File: config.mk
export PLATFORM = sky130hd
export DESIGN_NAME = phy_reset_sequencer
export DESIGN_NICKNAME = d
export VERILOG_FILES = /design/src/rtl/phy_rstseq_pkg.sv /design/src/rtl/phy_rstseq_timer.sv /design/src/rtl/phy_rstseq_ctrl.sv /design/src/rtl/phy_reset_sequencer.sv
export SDC_FILE = /design/constraint.sdc
export NUM_CORES = 1
export LEC_CHECK = 0
export ABC_AREA = 1
export BUFFER_PORTS_ARGS = -buffer_cell sky130_fd_sc_hd__buf_2
export CAP_MARGIN = 20
export CORE_MARGIN = 1
export CORE_UTILIZATION = 50
export CTS_CLUSTER_DIAMETER = 60
export DETAILED_ROUTE_END_ITERATION = 12
export PLACE_DENSITY = 0.73
export SYNTH_ARGS = -nofsm -noshare
export SYNTH_HDL_FRONTEND = slang
export SYNTH_HIERARCHICAL = 1
export SYNTH_SLANG_ARGS = --single-unit
File: constraint.sdc
create_clock -name clk -period 4.1 [get_ports clk]
set_input_delay 0 -clock clk [delete_from_list [all_inputs] [get_ports clk]]
set_output_delay 0 -clock clk [all_outputs]
set_load 0.05 [all_outputs]
File: src/rtl/phy_rstseq_pkg.sv
package phy_rstseq_pkg;

  typedef enum logic [2:0] {
    ST_IDLE,
    ST_CORE,
    ST_PRE,
    ST_PULSE,
    ST_POST
  } seqState_t;

  typedef enum logic [1:0] {
    SEL_PRE,
    SEL_PULSE,
    SEL_POST
  } delaySel_t;

  // Strobes from the sequencer to the timing datapath
  typedef struct packed {
    logic      capture;  // sample delays and rate at an accepted start
    logic      load;     // start a new wait from the selected delay
    delaySel_t sel;
  } dpCtrl_t;

endpackage

File: src/rtl/phy_rstseq_timer.sv
module phy_rstseq_timer
  import phy_rstseq_pkg::*;
#(
  parameter int US_W  = 32,
  parameter int CPU_W = 16
) (
  input  logic             clk,
  input  logic             rstN,
  input  dpCtrl_t          ctl,
  input  logic [US_W-1:0]  preUs,
  input  logic [US_W-1:0]  pulseUs,
  input  logic [US_W-1:0]  postUs,
  input  logic [CPU_W-1:0] cyclesPerUs,
  output logic             preZero,
  output logic             pulseZero,
  output logic             postZero,
  output logic             lastTick
);

  localparam logic [CPU_W-1:0] CPU_ONE = CPU_W'(1);
  localparam logic [US_W-1:0]  US_ONE  = US_W'(1);

  logic [US_W-1:0]  snapPre, snapPulse, snapPost;
  logic [CPU_W-1:0] snapCpu;
  logic [CPU_W-1:0] prescale;
  logic [US_W-1:0]  usLeft;
  logic [CPU_W-1:0] cpuEff;
  logic [CPU_W-1:0] cpuLast;
  logic [US_W-1:0]  loadVal;
  logic             usTick;

  assign cpuEff  = (snapCpu == '0) ? CPU_ONE : snapCpu;
  assign cpuLast = cpuEff - CPU_ONE;
  assign usTick  = (prescale == cpuLast);

  always_comb begin
    case (ctl.sel)
      SEL_PULSE: loadVal = snapPulse;
      SEL_POST:  loadVal = snapPost;
      default:   loadVal = snapPre;
    endcase
  end

  // Snapshot taken at an accepted start
  always_ff @(posedge clk or negedge rstN) begin
    if (!rstN) begin
      snapPre   <= '0;
      snapPulse <= '0;
      snapPost  <= '0;
      snapCpu   <= '0;
    end else if (ctl.capture) begin
      snapPre   <= preUs;
      snapPulse <= pulseUs;
      snapPost  <= postUs;
      snapCpu   <= cyclesPerUs;
    end
  end

  // Microsecond prescaler and microsecond down counter
  always_ff @(posedge clk or negedge rstN) begin
    if (!rstN) begin
      prescale <= '0;
      usLeft   <= '0;
    end else if (ctl.load) begin
      prescale <= '0;
      usLeft   <= loadVal;
    end else if (usLeft != '0) begin
      if (usTick) begin
        prescale <= '0;
        usLeft   <= usLeft - US_ONE;
      end else begin
        prescale <= prescale + CPU_ONE;
      end
    end
  end

  assign preZero   = (snapPre == '0);
  assign pulseZero = (snapPulse == '0);
  assign postZero  = (snapPost == '0);
  assign lastTick  = (usLeft == US_ONE) && usTick;

  AST_PRESCALE_BOUND: assert property (@(posedge clk) disable iff (!rstN)
    prescale < cpuEff);

  AST_COUNT_PARKS: assert property (@(posedge clk) disable iff (!rstN)
    (usLeft == '0 && !ctl.load) |=> (usLeft == '0));

  AST_SNAP_STABLE: assert property (@(posedge clk) disable iff (!rstN)
    !ctl.capture |=> $stable(snapPulse) && $stable(snapCpu));

endmodule

File: src/rtl/phy_rstseq_ctrl.sv
module phy_rstseq_ctrl
  import phy_rstseq_pkg::*;
(
  input  logic    clk,
  input  logic    rstN,
  input  logic    start,
  input  logic    cfgWrite,
  input  logic    phyPresent,
  input  logic    corePresent,
  input  logic    ifcPresent,
  input  logic    preZero,
  input  logic    pulseZero,
  input  logic    postZero,
  input  logic    lastTick,
  output dpCtrl_t ctl,
  output logic    phyReset,
  output logic    coreReset,
  output logic    ifcReset,
  output logic    busy,
  output logic    done
);

  seqState_t state, stateNxt;
  seqState_t afterCore, afterPre, afterPulse, target;
  logic      advance;
  logic      startAcc;
  logic      released, releasedNxt;
  logic      phyNxt, busyNxt, doneNxt, coreNxt, ifcNxt;

  assign startAcc    = start && (state == ST_IDLE);
  assign releasedNxt = released || startAcc;

  // Next wait in order; ST_IDLE means the run is over
  assign afterPulse = postZero ? ST_IDLE : ST_POST;
  assign afterPre   = pulseZero ? afterPulse : ST_PULSE;
  assign afterCore  = !phyPresent ? ST_IDLE : (preZero ? afterPre : ST_PRE);

  always_comb begin
    advance = 1'b0;
    target  = ST_IDLE;
    case (state)
      ST_CORE:  begin advance = 1'b1;     target = afterCore;  end
      ST_PRE:   begin advance = lastTick; target = afterPre;   end
      ST_PULSE: begin advance = lastTick; target = afterPulse; end
      ST_POST:  begin advance = lastTick; target = ST_IDLE;    end
      default:  ;
    endcase
  end

  always_comb begin
    stateNxt = state;
    ctl      = '0;
    phyNxt   = phyReset;
    busyNxt  = busy;
    doneNxt  = done;
    if (startAcc) begin
      stateNxt    = ST_CORE;
      ctl.capture = 1'b1;
      busyNxt     = 1'b1;
      doneNxt     = 1'b0;
    end else if (advance) begin
      stateNxt = target;
      if (state == ST_PULSE) phyNxt = 1'b0;
      case (target)
        ST_PRE:   begin ctl.load = 1'b1; ctl.sel = SEL_PRE; end
        ST_PULSE: begin ctl.load = 1'b1; ctl.sel = SEL_PULSE; phyNxt = 1'b1; end
        ST_POST:  begin ctl.load = 1'b1; ctl.sel = SEL_POST; end
        default:  begin busyNxt = 1'b0; doneNxt = 1'b1; end
      endcase
    end
  end

  always_comb begin
    if (startAcc)              coreNxt = corePresent;
    else if (state == ST_CORE) coreNxt = 1'b0;
    else                       coreNxt = coreReset;
    ifcNxt = releasedNxt ? (cfgWrite && ifcPresent) : 1'b1;
  end

  always_ff @(posedge clk or negedge rstN) begin
    if (!rstN) begin
      state     <= ST_IDLE;
      released  <= 1'b0;
      phyReset  <= 1'b0;
      coreReset <= 1'b1;
      ifcReset  <= 1'b1;
      busy      <= 1'b0;
      done      <= 1'b0;
    end else begin
      state     <= stateNxt;
      released  <= releasedNxt;
      phyReset  <= phyNxt;
      coreReset <= coreNxt;
      ifcReset  <= ifcNxt;
      busy      <= busyNxt;
      done      <= doneNxt;
    end
  end

  AST_PHY_IN_RUN: assert property (@(posedge clk) disable iff (!rstN)
    phyReset |-> busy);

  AST_DONE_EXCLUSIVE: assert property (@(posedge clk) disable iff (!rstN)
    done |-> !busy);

  AST_DONE_HOLDS: assert property (@(posedge clk) disable iff (!rstN)
    (done && !start) |=> done);

  AST_CORE_ONE_CYCLE: assert property (@(posedge clk) disable iff (!rstN)
    (coreReset && released) |=> !coreReset);

  AST_IFC_ONE_CYCLE: assert property (@(posedge clk) disable iff (!rstN)
    (ifcReset && released && !cfgWrite) |=> !ifcReset);

  AST_BUSY_KEEPS: assert property (@(posedge clk) disable iff (!rstN)
    (busy && state != ST_CORE && !lastTick) |=> busy);

  AST_PHY_LOW_AT_DONE: assert property (@(posedge clk) disable iff (!rstN)
    $rose(done) |-> !phyReset);

endmodule

File: src/rtl/phy_reset_sequencer.sv
module phy_reset_sequencer
  import phy_rstseq_pkg::*;
#(
  parameter int US_W  = 32,
  parameter int CPU_W = 16
) (
  input  logic             clk,
  input  logic             rstN,
  input  logic             start,
  input  logic             cfgWrite,
  input  logic [US_W-1:0]  preDelayUs,
  input  logic [US_W-1:0]  pulseDelayUs,
  input  logic [US_W-1:0]  postDelayUs,
  input  logic [CPU_W-1:0] cyclesPerUs,
  input  logic             phyPresent,
  input  logic             corePresent,
  input  logic             ifcPresent,
  output logic             phyReset,
  output logic             coreReset,
  output logic             ifcReset,
  output logic             busy,
  output logic             done
);

  dpCtrl_t ctl;
  logic    preZero, pulseZero, postZero, lastTick;

  phy_rstseq_ctrl u_ctrl (
    .clk        (clk),
    .rstN       (rstN),
    .start      (start),
    .cfgWrite   (cfgWrite),
    .phyPresent (phyPresent),
    .corePresent(corePresent),
    .ifcPresent (ifcPresent),
    .preZero    (preZero),
    .pulseZero  (pulseZero),
    .postZero   (postZero),
    .lastTick   (lastTick),
    .ctl        (ctl),
    .phyReset   (phyReset),
    .coreReset  (coreReset),
    .ifcReset   (ifcReset),
    .busy       (busy),
    .done       (done)
  );

  phy_rstseq_timer #(
    .US_W (US_W),
    .CPU_W(CPU_W)
  ) u_timer (
    .clk        (clk),
    .rstN       (rstN),
    .ctl        (ctl),
    .preUs      (preDelayUs),
    .pulseUs    (pulseDelayUs),
    .postUs     (postDelayUs),
    .cyclesPerUs(cyclesPerUs),
    .preZero    (preZero),
    .pulseZero  (pulseZero),
    .postZero   (postZero),
    .lastTick   (lastTick)
  );

endmodule

==> summary.md <==
| Metric | Value |
|---|---|
| Status | `completed` |
| I/O Pins | `124` |
| WP buf/inv | `5` |
| Top FF cell, synth | `dfrtp_1` |
| Slew @ Worst Pin | `0.835 ns` |
| Crit path DAT | `4.22 ns` |
| CP Data Required Time | `4.42 ns` |
| Nets | `1,594` |
| Worst hold path class | `in -> reg` |
| Layout area overhead | `29.6%` |
| Cell leakage power | `5.89 nW` |
| Total Power | `0.00819 W` |
| CTS buffer count | `17` |
| DRC | `0` |
| Yosys top cell by area | `dfrtp_1` |
| CP Class | `reg -> reg` |
| Crit-path slowest cell | `dfrtp_1` |
| Setup_tns | `0 ns` |
| Vias per Instance | `5.64` |
| Cell variety after synth | `46` |
| Final WL | `30.0 mm` |
| CP startpoint kind | `flip-flop` |
| Initial antenna violation count | `2` |
| Grt ovf | `0` |
| Final setup vio count | `0` |
| Post-route cell area | `0.0122 mm^2` |
| Via Count | `9,658` |
| CTS Sinks | `169` |
| Peak Freq | `257 MHz` |
| Post-Syn Area | `0.00945 mm^2` |
| Post-synthesis net count | `1,365` |
| Hpwl dp | `19.1 mm` |
| PwrDens | `669 mW/mm^2` |
| Yosys reg bits | `169` |
| Core Area | `0.0183 mm^2` |
| Commonest cells post-synth | `301 x nand2_1, 167 x dfrtp_1, 157 x inv_1` |
| Slew HR | `0.443` |
| Die area | `0.0195 mm^2` |
| CTS tree | `built` |
| Worst stage delay on the critical path | `0.42 ns` |
| Largest net degree at the start of global routing | `97` |
| Clock Path Buffers | `2` |
| Row cnt | `49` |
| Worst ir drop on vdd | `0.339 mV` |
| Max-cap violations | `0` |
| H-Tree Depth | `4` |
| Final Cycle Share | `0.951` |
| Count leader, synth | `nand2_1` |
| Ys Warns | `6` |
| Critical path's top delay family | `simple AND/OR/NAND/NOR gates` |
| Fin. Hold Viols | `0` |
| Die Width | `139 um` |
| Starting density of the core | `0.517` |
| CP Max Fanout | `16` |
| Number of enable flip-flop cells after synthesis | `0` |
| DRT antenna net count | `0` |
| RD Place Congestion | `0.935` |
| Total track usage | `0.311` |
| Placed cell area | `0.0103 mm^2` |
| Share of the synthesized area in the top cell type | `0.442` |
| Post-synthesis async set-or-reset flop share | `1.00` |
| Syn Area/Cell | `7.62 um^2` |
| I/O Buffers | `123` |
| Wire length per cell | `17.5 um` |
| Reg clk slew, reported paths | `0.07 ns` |
| Setup Skew | `0.0117 ns` |
| Non-Filler Instances | `1,712` |
| Ratio of cells with drive above 1 in the final layout | `0.170` |
| First-pass GRT wire length | `47.1 mm` |
| Clock latency on the worst-skew pair | `0.43 ns` |
| Dominant cells by area after synthesis | `dfrtp_1 44%, nand2_1 12%, o21ai_0 7.7%` |
| Number of instances in the placed design | `1,555` |
| Sequential area share after synthesis | `0.448` |
| Pre-antenna DRT Iters | `5` |
| Die height | `139 um` |
| Root Buffer | `clkbuf_16` |
| Mapped Cells | `1,240` |
| Minimum clock period | `3.90 ns` |
| Drt first-iter violations | `953` |
| Crit end category | `flip-flop` |
| Fin. max-slew vios | `0` |
| Number of global-route vias before repair | `9,487` |
-- power breakdown --
group          total (W)  switching (W)  internal [W]
Sequential       0.00308       0.000663       0.00242
Combinational    0.00347        0.00219       0.00128
Clock            0.00163       0.000709      0.000924
-- layout make-up --
class,instances,area (um^2)
multi-input cells,853,4420
repair buffers,267,2090
clock buffers,21,480
fillers,1453,6020
inverters,161,613
flip-flops and latches,169,4230
well taps,229,287
diodes,1,2.50
clock inverters,11,121
-- state kept, by name (all words and copies together) (netlist names), 3 cells and up --
name,count
u_timer/snapPost,32
u_ctrl/state,3
u_timer/snapPre,32
u_timer/snapCpu,16
u_timer/usLeft,32
u_timer/prescale,16
u_timer/snapPulse,32
-- path summary, 6_finish.rpt --
| path | to | start | slack [ns] | depth (start not counted) |
|---|---|---|---|---|
| worst min-delay path | u_ctrl/phyReset$_DFFE_PN0P_ | phyPresent | 0.04 | 5 |
| worst min register to register | u_ctrl/released$_DFF_PN0_ | u_ctrl/released$_DFF_PN0_ | 0.47 | 1 |
| min in group asynchronous | u_timer/snapCpu[1]$_DFFE_PN0P_ | rstN | 0.21 | 2 |
| worst max register to register | u_timer/usLeft[29]$_DFFE_PN0P_ | u_timer/snapCpu[5]$_DFFE_PN0P_ | 0.20 | 32 |
| max in group asynchronous | u_ctrl/ifcReset$_DFF_PN1_ | rstN | 2.80 | 3 |
| worst max-delay path | u_timer/usLeft[29]$_DFFE_PN0P_ | u_timer/snapCpu[5]$_DFFE_PN0P_ | 0.20 | 32 |
-- metal layers --
metal | part of all wire | GRT usage | vias up
met5 | 0.00040 | 0 | -
met4 | 0.053 | 0.165 | 2
met3 | 0.063 | 0.0509 | 109
met2 | 0.50 | 0.538 | 471
met1 | 0.38 | 0.374 | 4525
li1 | - | - | 4551
-- metrics by stage --
stage / hold slack [ns] / util / setup WS (ns)
2_1_floorplan: -0.296 / - / 0.388
3_3_place_gp: 0.115 / 0.564 / 0.172
3_5_place_dp: 0.130 / 0.564 / 0.0444
4_1_cts: 0.0211 / 0.661 / 0.0182
5_1_grt: 0.0740 / 0.670 / -0.0553
6_report: 0.0428 / 0.670 / 0.202
-- logic make-up after synthesis --
family / count (synthesis) / share of synthesized area
xor+xnor: 27 / 0.0265
compound gates: 249 / 0.143
flops: 169 / 0.448
mux: 18 / 0.0214
simple gates: 552 / 0.260
buf+inv: 219 / 0.0932
fa+ha+maj: 6 / 0.00794
-- cells in the final DEF (no fill, tap or decap), types with 14 or more instances in the layout --
| cell | count |
|---|---|
| o21ai_0 | 135 |
| inv_1 | 154 |
| mux2_2 | 18 |
| buf_4 | 18 |
| buf_2 | 122 |
| nand3_1 | 78 |
| nor2_1 | 72 |
| o22ai_1 | 40 |
| nand4_1 | 27 |
| nor4_1 | 28 |
| clkbuf_16 | 19 |
| a21oi_1 | 43 |
| dlygate4sd3_1 | 118 |
| xor2_1 | 14 |
| nand2_1 | 299 |
| dfrtp_1 | 165 |
-- what timing repair did --
item,in CTS,in global routing
resized for setup,0,33
setup buffers,0,3
endpoints found under the setup margin,0,48
hold buffers,118,0
hold endpoints to repair,202,0
-- tightest hold or removal path: stages --
cell and delay (ns):
buf_2 0.12, nand3_1 0.08, o21ai_1 0.08, nand2_1 0.09
nand2_1 0.06
Power figures use the tool's default switching activity.
